### src/rtl/gd_pkg.sv
package gd_pkg;
  localparam int unsigned LA    = 19;
  localparam int unsigned LB    = 22;
  localparam int unsigned LC    = 23;
  localparam int unsigned ST_W  = LA + LB + LC;
  localparam int unsigned CB_A  = 8;
  localparam int unsigned CB_B  = 10;
  localparam int unsigned CB_C  = 10;
  localparam int unsigned DEPTH = CB_C + 1;   // guessed clock bits of the long register

  typedef logic [LA-1:0] ra_t;
  typedef logic [LB-1:0] rb_t;
  typedef logic [LC-1:0] rc_t;

  typedef enum logic [1:0] {S_IDLE, S_DET, S_VER} gd_st_e;

  function automatic ra_t adv_a(ra_t r);
    return {r[LA-2:0], r[18] ^ r[17] ^ r[16] ^ r[13]};
  endfunction

  function automatic rb_t adv_b(rb_t r);
    return {r[LB-2:0], r[21] ^ r[20]};
  endfunction

  function automatic rc_t adv_c(rc_t r);
    return {r[LC-2:0], r[22] ^ r[21] ^ r[20] ^ r[7]};
  endfunction

  // long register advanced by the full determination length in one go
  function automatic rc_t adv_c_depth(rc_t r);
    rc_t t;
    t = r;
    for (int i = 0; i < int'(DEPTH); i++) t = adv_c(t);
    return t;
  endfunction

  function automatic logic maj3(logic x, logic y, logic z);
    return (x & y) | (x & z) | (y & z);
  endfunction
endpackage

### src/rtl/gd_clock_ctl.sv
module gd_clock_ctl
  import gd_pkg::*;
(
  input  ra_t        a,
  input  rb_t        b,
  input  logic       cb_c,
  output ra_t        a_n,
  output rb_t        b_n,
  output logic [2:0] adv
);
  logic m;
  always_comb begin
    m      = maj3(a[CB_A], b[CB_B], cb_c);
    adv[0] = (a[CB_A] == m);
    adv[1] = (b[CB_B] == m);
    adv[2] = (cb_c == m);
    a_n    = adv[0] ? adv_a(a) : a;
    b_n    = adv[1] ? adv_b(b) : b;
  end
endmodule

### src/rtl/gd_ks_window.sv
module gd_ks_window #(
  parameter int unsigned W  = 64,
  parameter int unsigned IW = $clog2(W)
) (
  input  logic          clk,
  input  logic          rst_n,
  input  logic          load,
  input  logic [W-1:0]  ks_in,
  input  logic [IW-1:0] idx,
  output logic          z_first,
  output logic          z_next,
  output logic          at_end
);
  logic [W-1:0]  ks_q;
  logic [IW-1:0] nx;

  always_ff @(posedge clk) begin
    if (!rst_n)    ks_q <= '0;
    else if (load) ks_q <= ks_in;
  end

  always_comb begin
    nx      = idx + 1'b1;
    z_first = ks_q[0];
    z_next  = ks_q[nx];
    at_end  = (idx == IW'(W - 1));
  end

  // the captured keystream never changes outside a load
  a_r5_ks_frozen: assert property (@(posedge clk) disable iff (!rst_n)
    !load |=> $stable(ks_q));
endmodule

### src/rtl/gd_path_ctr.sv
module gd_path_ctr #(
  parameter int unsigned W  = 11,
  parameter int unsigned PW = $clog2(W)
) (
  input  logic          clk,
  input  logic          rst_n,
  input  logic          clr,
  input  logic          inc,
  input  logic          prune,
  input  logic [PW-1:0] prune_pos,
  output logic [W-1:0]  cnt,
  output logic          full
);
  logic [W-1:0] pruned;

  // one-hot set at the contradicting node, everything below it cleared
  for (genvar i = 0; i < int'(W); i++) begin : g_dec
    logic hit, below;
    assign hit       = (prune_pos == PW'(i));
    assign below     = (prune_pos > PW'(i));
    assign pruned[i] = hit | (cnt[i] & ~below);
  end

  always_ff @(posedge clk) begin
    if (!rst_n)     cnt <= '0;
    else if (clr)   cnt <= '0;
    else if (inc)   cnt <= cnt + 1'b1;
    else if (prune) cnt <= pruned;
  end

  assign full = &cnt;

  // the path only moves forward
  a_r8_cnt_rises: assert property (@(posedge clk) disable iff (!rst_n)
    (!clr && (inc || prune)) |=> (cnt > $past(cnt)));
  // pruning targets a branch not yet taken
  a_r8_prune_clear_bit: assert property (@(posedge clk) disable iff (!rst_n)
    (prune && !clr && !inc) |-> !cnt[prune_pos]);
endmodule

### src/rtl/gd_search_engine.sv
module gd_search_engine
  import gd_pkg::*;
#(
  parameter int unsigned KS_BITS = 64
) (
  input  logic              clk,
  input  logic              rst_n,
  input  logic              start,
  input  logic [LA-1:0]     guess_a,
  input  logic [LB-1:0]     guess_b,
  input  logic [KS_BITS-1:0] keystream,
  output logic              done,
  output logic              found,
  output logic [ST_W-1:0]   state
);
  localparam int unsigned KI_W = $clog2(KS_BITS);
  localparam int unsigned KW   = $clog2(DEPTH + 1);
  localparam int unsigned CW   = $clog2(LC);
  localparam int unsigned PW   = $clog2(DEPTH);

  gd_st_e          st;
  ra_t             a_w, ga_q, src_a, a_n;
  rb_t             b_w, gb_q, src_b, b_n;
  rc_t             c_w, c0, c0_nx, c_n;
  logic [KW-1:0]   k, ni;
  logic [CW-1:0]   im, it;
  logic [KI_W-1:0] kidx;
  logic            need_g, hold_cb;
  logic            done_q, found_q;
  logic [ST_W-1:0] state_q;
  logic [DEPTH-1:0] cnt;
  logic [2:0]      adv;
  logic            cnt_full, z0, z_nx, at_end, src_z0;
  logic            node_bit, cb_det, cb_in, clk_c, new_msb, c_top, contra, ver_miss;
  logic            in_det, in_ver, ld_start, det_exh, det_con, det_full;
  logic            ver_ok, ver_bad, leaf, finish, reload;

  assign in_det   = (st == S_DET);
  assign in_ver   = (st == S_VER);
  assign ld_start = (st == S_IDLE) && start;

  gd_ks_window #(.W(KS_BITS)) u_ks (
    .clk(clk), .rst_n(rst_n), .load(ld_start), .ks_in(keystream), .idx(kidx),
    .z_first(z0), .z_next(z_nx), .at_end(at_end)
  );

  gd_path_ctr #(.W(DEPTH)) u_path (
    .clk(clk), .rst_n(rst_n), .clr(ld_start), .inc(leaf && !cnt_full),
    .prune(det_con), .prune_pos(PW'(ni)), .cnt(cnt), .full(cnt_full)
  );

  gd_clock_ctl u_clk (
    .a(a_w), .b(b_w), .cb_c(cb_in), .a_n(a_n), .b_n(b_n), .adv(adv)
  );

  always_comb begin
    src_a  = (st == S_IDLE) ? guess_a      : ga_q;
    src_b  = (st == S_IDLE) ? guess_b      : gb_q;
    src_z0 = (st == S_IDLE) ? keystream[0] : z0;
    ni     = KW'(DEPTH - 1) - k;          // node index = counter bit = long-register bit guessed
    im     = CW'(LC - 2) - CW'(k);        // bit revealed by the next shift
    it     = CW'(LC - 1) - CW'(k);        // bit now at the top
    node_bit = (k < KW'(DEPTH)) ? cnt[ni] : 1'b0;
    // counter bit 0: clock bit differs from the short register's, 1: equal
    cb_det = need_g ? (node_bit ? a_w[CB_A] : ~a_w[CB_A]) : hold_cb;
    cb_in  = in_ver ? c_w[CB_C] : cb_det;
    clk_c  = adv[2];
    new_msb = a_n[LA-1] ^ b_n[LB-1] ^ z_nx;
    c_top   = c0[it];
    contra  = !clk_c && ((a_n[LA-1] ^ b_n[LB-1] ^ c_top) != z_nx);
    c0_nx = c0;
    if (need_g) c0_nx[ni]  = cb_det;
    if (clk_c)  c0_nx[im]  = new_msb;
    c_n      = clk_c ? adv_c(c_w) : c_w;
    ver_miss = (a_n[LA-1] ^ b_n[LB-1] ^ c_n[LC-1]) != z_nx;
  end

  always_comb begin
    det_exh  = in_det && at_end;
    det_con  = in_det && !at_end && contra;
    det_full = in_det && !at_end && clk_c && (k == KW'(DEPTH - 1));
    ver_ok   = in_ver && at_end;
    ver_bad  = in_ver && !at_end && ver_miss;
    leaf     = det_exh || ver_ok || ver_bad;
    finish   = leaf && cnt_full;
    reload   = ld_start || det_con || (leaf && !cnt_full);
  end

  always_ff @(posedge clk) begin
    if (!rst_n) begin
      st <= S_IDLE; a_w <= '0; b_w <= '0; c_w <= '0; c0 <= '0;
      ga_q <= '0; gb_q <= '0; k <= '0; kidx <= '0; need_g <= 1'b0; hold_cb <= 1'b0;
      done_q <= 1'b0; found_q <= 1'b0; state_q <= '0;
    end else begin
      done_q  <= finish;
      found_q <= ver_ok;
      if (ver_ok) state_q <= {c0, gb_q, ga_q};
      if (ld_start) begin
        ga_q <= guess_a;
        gb_q <= guess_b;
      end
      if (reload) begin
        st      <= S_DET;
        a_w     <= src_a;
        b_w     <= src_b;
        c0      <= {src_a[LA-1] ^ src_b[LB-1] ^ src_z0, {(LC-1){1'b0}}};
        k       <= '0;
        kidx    <= '0;
        need_g  <= 1'b1;
        hold_cb <= 1'b0;
      end else if (finish) begin
        st <= S_IDLE;
      end else if (in_det) begin
        a_w     <= a_n;
        b_w     <= b_n;
        c0      <= c0_nx;
        kidx    <= kidx + 1'b1;
        need_g  <= clk_c;
        hold_cb <= cb_det;
        if (clk_c) k <= k + 1'b1;
        if (det_full) begin
          st  <= S_VER;
          c_w <= adv_c_depth(c0_nx);
        end
      end else if (in_ver) begin
        a_w  <= a_n;
        b_w  <= b_n;
        c_w  <= c_n;
        kidx <= kidx + 1'b1;
      end
    end
  end

  assign done  = done_q;
  assign found = found_q;
  assign state = state_q;

  // majority rule moves at least two registers on every step
  a_r1_two_move: assert property (@(posedge clk) disable iff (!rst_n)
    (st != S_IDLE) |-> ($countones(adv) >= 2));
  // verification starts only right after the eleventh long-register shift
  a_r2_ver_after_full: assert property (@(posedge clk) disable iff (!rst_n)
    (in_ver && $past(in_det)) |-> ($past(clk_c) && ($past(k) == KW'(DEPTH - 1))));
  // a report is a single-cycle pulse born in verification
  a_r3_found_pulse: assert property (@(posedge clk) disable iff (!rst_n)
    found |=> !found);
  a_r3_found_from_ver: assert property (@(posedge clk) disable iff (!rst_n)
    found |-> $past(in_ver));
  // done is a single pulse issued with the engine back at idle
  a_r4_done_pulse: assert property (@(posedge clk) disable iff (!rst_n)
    done |=> !done);
  a_r4_done_idle: assert property (@(posedge clk) disable iff (!rst_n)
    done |-> (st == S_IDLE));
  // captured guesses stay frozen while a search runs
  a_r5_guess_frozen: assert property (@(posedge clk) disable iff (!rst_n)
    (st != S_IDLE) |=> ($stable(ga_q) && $stable(gb_q)));
endmodule

### config.mk
export PLATFORM = sky130hd
export DESIGN_NAME = gd_search_engine
export DESIGN_NICKNAME = d
export VERILOG_FILES = /design/src/rtl/gd_pkg.sv /design/src/rtl/gd_clock_ctl.sv /design/src/rtl/gd_ks_window.sv /design/src/rtl/gd_path_ctr.sv /design/src/rtl/gd_search_engine.sv
export SDC_FILE = /design/constraint.sdc
export NUM_CORES = 1
export LEC_CHECK = 0
export BUFFER_PORTS_ARGS = -buffer_cell sky130_fd_sc_hd__buf_2
export CORE_MARGIN = 2
export CORE_UTILIZATION = 55
export CTS_CLUSTER_DIAMETER = 30
export DETAILED_ROUTE_END_ITERATION = 8
export PLACE_DENSITY = 0.76
export RECOVER_POWER = 100
export SLEW_MARGIN = 20
export SYNTH_ARGS = -nofsm -noshare
export SYNTH_HDL_FRONTEND = slang
export SYNTH_SLANG_ARGS = --single-unit
### constraint.sdc
create_clock -name clk -period 6.5 [get_ports clk]
set_input_delay 0 -clock clk [delete_from_list [all_inputs] [get_ports clk]]
set_output_delay 0 -clock clk [all_outputs]
set_load 0.02 [all_outputs]
* Word level (Yosys, flattened, before mapping) *
Index checks and enable logic that the tools add are counted.

word-level totals
  output and inout port bits = 66
  logic and storage cells = 245
  flip-flop bits (word level) = 283

operators by class
  $lt $le $gt $ge = 19
  reduce and logical (&&, ||, !) cells = 43
  bitwise logic cells = 88
  muxes and demuxes = 49
  add/sub/neg operators = 6
  eq/ne operators = 21

operators with widths
  kind                                                            count
  2-to-1 mux 23 bit                                               9
  2-to-1 mux 22 bit                                               6
  2-to-1 mux 19 bit                                               6
  bitwise mux 23 bit                                              2
  bitwise XOR 1 bit                                               46
  2-to-1 mux 11 bit                                               2
  2-to-1 mux 1 bit                                                17
  == test 4 x 3 -> 1 bit (second input constant)                  4
  == test 4 bit (second input constant)                           4
  greater-than comparator 4 x 3 -> 1 bit (second input constant)  4
  NOT 1 bit                                                       15
  bitwise AND 1 bit                                               14
  logical AND 1 bit                                               14
  OR 1 bit                                                        13
  greater-than comparator 4 bit (second input constant)           3
  less-than comparator 5 x 6 -> 1 bit (second input constant)     2
  2-to-1 mux 6 bit                                                2
  AND reduction 2 bit                                             6
  adder 11 x 1 -> 11 bit (second input constant)                  1
  AND reduction 11 bit                                            1
  subtractor 5 x 4 -> 5 bit (first input constant)                2
  nonzero test 3 bit                                              3
  == test 4 x 2 -> 1 bit (second input constant)                  2
  greater-than comparator 4 x 1 -> 1 bit (second input constant)  2
  32 further kinds                                                46

* Longest topological paths before layout *
  depth after elaboration = 22
  gate-level depth with buffers = 27
  gate-level depth less buffers = 21

* Cells and area by module *
Synthesis repeated with hierarchy kept, for this count alone.

unflattened totals
  cells, all modules = 1718
  area, all modules = 15348.5 um^2

by module, submodules not included
  module            cells each  area an instance (um^2)  times used  sequential area each (um^2)
  gd_search_engine  1279        10770.3                  1           4164.0
  gd_ks_window      268         3096.7                   1           1281.2
  gd_path_ctr       101         809.5                    1           220.2
  gd_clock_ctl      70          671.9                    1           0.0

* Worst setup path after synthesis *
No wires, ideal clock.

  kind = register to register
  from = register k[0]
  to = register b_w[10]
  cell stages (with the launch flop) = 26
  required time = 6.367 ns
  slack = 0.919 ns
  arrival = 5.448 ns
  clock period less this slack = 5.581 ns
  cell sequence = dfxtp_1 > buf_4 > clkinv_1 > ha_1 > clkbuf_1 > mux4_2 > mux2i_1 > o31a_1 > o311ai_1 > clkbuf_1 > nand2b_1 > o221ai_1 > nand2_1 > ha_1 > clkbuf_1 > mux2i_1 > xor2_1 > nor2_1 > mux2_2 > nor2_4 > xnor2_1 > nor3_4 > nor3_2 > buf_2 > clkbuf_1 > a21oi_1

between the ends
  word-level cells in the longest chain between the ends = 21

RTL lines
  item                                                                                  line                                            RTL
  from (decl)                                                                           gd_search_engine.sv:25                          logic [KW-1:0] k, ni;
  from (signal assigned)                                                                gd_search_engine.sv:120                         if (clk_c) k <= k + 1'b1;
  subtractor 4 bit                                                                      gd_search_engine.sv:60                          ni = KW'(DEPTH - 1) - k;
  binary-select mux 1 bit (select 4 bit)                                                gd_search_engine.sv:63                          node_bit = (k < KW'(DEPTH)) ? cnt[ni] : 1'b0;
  2-to-1 mux 1 bit (implied by the code)                                                gd_search_engine.sv:63
  2-to-1 mux 1 bit                                                                      gd_search_engine.sv:63
  2-to-1 mux 1 bit (2 in a row)                                                         gd_search_engine.sv:65                          cb_det = need_g ? (node_bit ? a_w[CB_A] : ~a_w[CB_A]) : hold_cb;
  2-to-1 mux 1 bit                                                                      gd_search_engine.sv:66                          cb_in = in_ver ? c_w[CB_C] : cb_det;
  bitwise AND 1 bit                                                                     gd_pkg.sv:38                                    return (x & y) | (x & z) | (y & z);
  OR 1 bit (2 in a row)                                                                 gd_pkg.sv:38
  (+3 left out)                                                                         -
  bitwise XOR 1 bit (on tied branches)                                                  gd_search_engine.sv:70, gd_search_engine.sv:75
  != test 1 bit (on tied branches)                                                      gd_search_engine.sv:70, gd_search_engine.sv:75
  logical AND 1 bit (on tied branches)                                                  gd_search_engine.sv:70, gd_search_engine.sv:83
  logical AND 1 bit / logical OR 1 bit (equally long branches)                          gd_search_engine.sv:80, gd_search_engine.sv:84
  logical OR 1 bit / logical AND 1 bit (equally long branches)                          gd_search_engine.sv:86                          reload = ld_start || det_con || (leaf && !cnt_full);
  logical OR 1 bit                                                                      gd_search_engine.sv:86
  != test 2 x 1 -> 1 bit (no source line) / nonzero test 3 bit (equally long branches)  -
  AND reduction 2 bit (no source line)                                                  -
  to (signal assigned)                                                                  gd_search_engine.sv:105                         b_w <= src_b;
  to (signal assigned)                                                                  gd_search_engine.sv:115                         b_w <= b_n;
  to (signal assigned)                                                                  gd_search_engine.sv:127                         b_w <= b_n;
  to (decl)                                                                             gd_search_engine.sv:23                          rb_t b_w, gb_q, src_b, b_n;

Parallel ways exist; a longest one is shown, timed or not. The select of a mux whose other input is x is not followed.
A chain may end at the register's enable or synchronous reset.

* Worst setup path after layout *
  from = register st[1]
  to = register c_w[8]

between the ends
  word-level cells in the longest chain between the ends = 16

RTL lines
  item                                                             line                                                                    RTL
  from (decl)                                                      gd_search_engine.sv:21                                                  gd_st_e st;
  from (signal assigned)                                           gd_search_engine.sv:91                                                  st <= S_IDLE; a_w <= '0; b_w <= '0; c_w <= '0; c0 <= '0;
  from (signal assigned)                                           gd_search_engine.sv:103                                                 st <= S_DET;
  from (signal assigned)                                           gd_search_engine.sv:112                                                 st <= S_IDLE;
  == test 2 bit                                                    gd_search_engine.sv:39                                                  assign in_ver = (st == S_VER);
  2-to-1 mux 1 bit                                                 gd_search_engine.sv:66
  bitwise AND 1 bit                                                gd_pkg.sv:38
  OR 1 bit (2 in a row)                                            gd_pkg.sv:38
  == test 1 bit (on tied branches)                                 gd_clock_ctl.sv:14, gd_clock_ctl.sv:15
  2-to-1 mux 19 bit / 2-to-1 mux 22 bit (equally long branches)    gd_clock_ctl.sv:17, gd_clock_ctl.sv:18
  bitwise XOR 1 bit                                                gd_search_engine.sv:68, gd_search_engine.sv:70, gd_search_engine.sv:75
  bitwise XOR 1 bit (on tied branches)                             gd_search_engine.sv:68, gd_search_engine.sv:70, gd_search_engine.sv:75
  bitwise mux 23 bit, or another cell as far along                 gd_search_engine.sv:73                                                  if (clk_c) c0_nx[im] = new_msb;
  2-to-1 mux 23 bit, or another cell as far along                  gd_search_engine.sv:73
  bitwise XOR 1 bit, or another cell as far along (2 in a row)     gd_pkg.sv:26                                                            return {r[LC-2:0], r[22] ^ r[21] ^ r[20] ^ r[7]};
  bitwise XOR 1 bit / logical OR 1 bit (equally long branches)     gd_pkg.sv:26, gd_search_engine.sv:86
  2-to-1 mux 23 bit / NOT 1 bit (equally long branches)            -
  2-to-1 mux 23 bit / AND reduction 5 bit (equally long branches)  -
  to (signal assigned)                                             gd_search_engine.sv:123                                                 c_w <= adv_c_depth(c0_nx);
  to (signal assigned)                                             gd_search_engine.sv:128                                                 c_w <= c_n;
  to (decl)                                                        gd_search_engine.sv:24                                                  rc_t c_w, c0, c0_nx, c_n;

Parallel ways exist; a longest one is shown, timed or not. The select of a mux whose other input is x is not followed.

==> reports/summary.txt <==
outcome - finished, violations left
failing checks - capacitance limit, slew limit
1st-iter DRT viols - 1292
EDFF count, synth - 0
Setup crit start kind - flip-flop
Post-Syn Area - 0.01411 mm2
DIE AREA - 0.02696 mm2
Worst Hold Class - primary input to flip-flop
RSZ-0062 raised after global routing - no
Post-layout nets - 2079
Primary FF master, synth - dfxtp_1
Total GRT Usage - 31.09%
combinational power share - 18.6%
Warnings, synthesis - 0
I/O pin total - 174
DR pass1 iterations - 7
Via Count - 13720
sequential element share of the synthesized area - 40.15%
drt via density - 5.889
maximum clock path buffer count - 3
Post-Syn Instances - 1715
Max Fclk - 0.1641 GHz
min Tclk post-route - 6093 ps
Crit path max-delay family - buffers and inverters
routability cong. - 0.9053
Num Clock Sinks - 283
total grt overflow - 0
Die Y - 164.2 um
largest net degree at the start of global routing - 111
Rel. slew slack - -149.7%
Routed Antenna Nets - 0
Slowest-stage cell, CP - and2_0
drt wl/cell - 18.23 um
final setup violation count - 0
layout cells sized above 1 - 16.37%
vias in the first global route - 13550
Slew Viols, Final - 222
worst slew pin tran - 3745 ps
Worst Path Arrival - 6540 ps
first-pass GRT wire length - 68030 um
Initial Util - 56.04%
hold slack - 153.4 ps
core area - 0.02518 mm2
clk_lat worst skew - 570 ps
sequential share of power - 33.2%
Clk pin slew, worst setup/hold paths - 50 ps
initial antenna violation count - 1
Most Frequent Cell on Critical Path - clkbuf_2
CP Buf/Inv Count - 4
Internal - 0.004146 W
# rows - 58
maximum vdd drop - 211.3 uV
Residual DRC - 0
final hold vios - 0
# H-tree levels - 2
Cell Chain, Critical Path - inv_1, ha_1, clkbuf_2, and2_0, clkbuf_2, a211o_4, a31oi_4, clkbuf_4, o221a_2
PwrDens - 323.8 mW/mm2
Async SR Flop Fraction - 0%
Worst Path Max Fanout - 59
Psw - 0.001685 W
hpwl dp - 24330 um
Area Overhead vs Synth - 27.61%
Setup Crit Path Kind - flip-flop to flip-flop
Sw Share - 28.90%
PortBufs - 173
Unique masters post-synth - 80
syn avg cell area - 8.229 um2
FF+latch count, synth - 283
slowest cell delay on critical path - 2100 ps
syn nets - 1840
LEAKAGE - 6.780 nW
die width - 164.2 um
CP endpoint kind - flip-flop
CTS root buf - clkbuf_16
number of max-cap violations - 4
Num CTS Buffers - 54
final critical-path share of the clock period - 93.74%
setup_tns - 0 ps
DRT Wirelength - 42470 um
critical path required time - 6940 ps
Clock Power Share - 48.2%
CTS tree - built
clk_skew - 19.11 ps
[per-layer routing]
layer / track usage [%] / routed length, um / up-vias
met4: 15.99 / 2090 / 0
met3: 5.707 / 2733 / 176
li1: - / - / 6465
met2: 51.86 / 20550 / 593
met5: 0 / 0 / -
met1: 38.36 / 17090 / 6482
[synth_stat cells, drive strengths merged, types with 5 or more instances]
master,instances,area (um2)
a211oi,29,277.8
a21oi,237,1194
a22oi,13,97.59
a311oi,5,43.79
a31oi,12,90.09
and3,13,86.33
buf,42,226.5
clkbuf,92,346.6
dfxtp,283,5665
ha,17,212.7
inv,15,56.30
mux2,43,484.2
mux2i,69,690.7
mux4,24,544.3
nand2,406,1526
nand2b,5,31.28
nand3,25,125.1
nand3b,6,45.04
nor2,95,369.1
nor2b,12,77.58
nor3,17,101.4
o21ai,92,460.4
o221a,7,78.83
o31ai,6,45.04
or2,5,31.28
or3,33,206.5
xnor2,42,386.6
xor2,18,165.2
[per-stage QoR]
step	worst slack, ps	power (W)	instance area, um2	instances	utilization, %
3_5_place_dp	394.5	0.002929	15050	2108	59.78
3_3_place_gp	594.0	0.002909	15050	2108	59.78
2_1_floorplan	919.2	0.002695	14110	1715	-
5_1_grt	57.42	0.006038	18010	2329	71.51
4_1_cts	291.3	0.005793	18120	2327	71.97
6_report	407.0	0.005832	18010	2329	71.51
[registers in the layout, summed over array words and instances, names as in the netlist]
register / cells
u_ks.ks_q: 64
need_g: 1
ga_q: 19
u_path.cnt: 11
b_w: 22
a_w: 19
st: 2
c_w: 23
kidx: 6
hold_cb: 1
gb_q: 22
found: 1
k: 4
done: 1
c0: 23
state: 64
[cell usage in the layout (no fill, tap or decap), types with 19 or more instances in the layout]
cell / count
mux4_2: 23
or3_1: 33
mux2i_1: 69
clkbuf_16: 55
nand3_1: 25
xnor2_1: 41
nor2_1: 92
dfxtp_1: 283
a211oi_1: 19
nand2_1: 405
mux2_2: 43
dlygate4sd3_1: 119
o21ai_0: 91
buf_2: 107
a21oi_1: 235
clkbuf_1: 78
[power by group through the flow]
stage	Sequential, W	Clock (W)	Combinational [W]
finish	0.00193	0.00281	0.00109
global route	0.00194	0.00292	0.00118
CTS	0.00192	0.00283	0.00104
detailed placement	0.00196	0	0.000973
global placement	0.00195	0	0.000958
floorplan	0.00193	0	0.000766
[kinds of logic (layout without fill, tap and decap cells)]
| family | after synthesis | after routing | share of synthesized area, % |
|---|---|---|---|
| DFF | 283 | 283 | 40.15 |
| AOI/OAI and AO/OA | 443 | 443 | 18.88 |
| muxes | 136 | 136 | 12.18 |
| and+or+nand+nor | 626 | 627 | 18.88 |
| buffers and inverters | 150 | 432 | 4.486 |
| xor gates and xnor gates | 60 | 60 | 3.910 |
| other | 0 | 1 | 0 |
| adders and majority gates | 17 | 17 | 1.507 |
[worst register-to-register path: cells and delay by family (launching register included)]
| family | cells | cell delay (ps) |
|---|---|---|
| adder cells (fa/ha/maj) | 1 | 160 |
| flip-flops | 1 | 310 |
| AND/OR/NAND/NOR | 1 | 2160 |
| AO/OA/AOI/OAI | 3 | 730 |
| buffers and inverters | 4 | 2610 |
[worst paths after layout]
path | depth (start not counted) | end | start | slack [ps]
worst max register to register | 9 | c_w[8] | st[1] | 410
worst max-delay path | 9 | c_w[8] | st[1] | 410
worst min register to register | 2 | state[48] | state[48] | 450
worst min-delay path | 3 | a_w[4] | rst_n | 150
[final cells by class]
class / count / area, um2
Tap cell: 330 / 412.9
Antenna cell: 1 / 2.502
Fill cell: 1818 / 7173
Clock buffer: 70 / 1493
Multi-Input combinational cell: 1283 / 7829
Timing Repair Buffer: 316 / 2155
Clock inverter: 30 / 386.6
Inverter: 16 / 65.06
Sequential cell: 283 / 5665
[timing repair]
action,in CTS,in global routing
setup endpoints to repair,0,79
gates resized for setup,0,2
hold buffers,119,0
setup buffers,0,0
hold endpoints to repair,147,0
(Power assumes the default switching activity.)
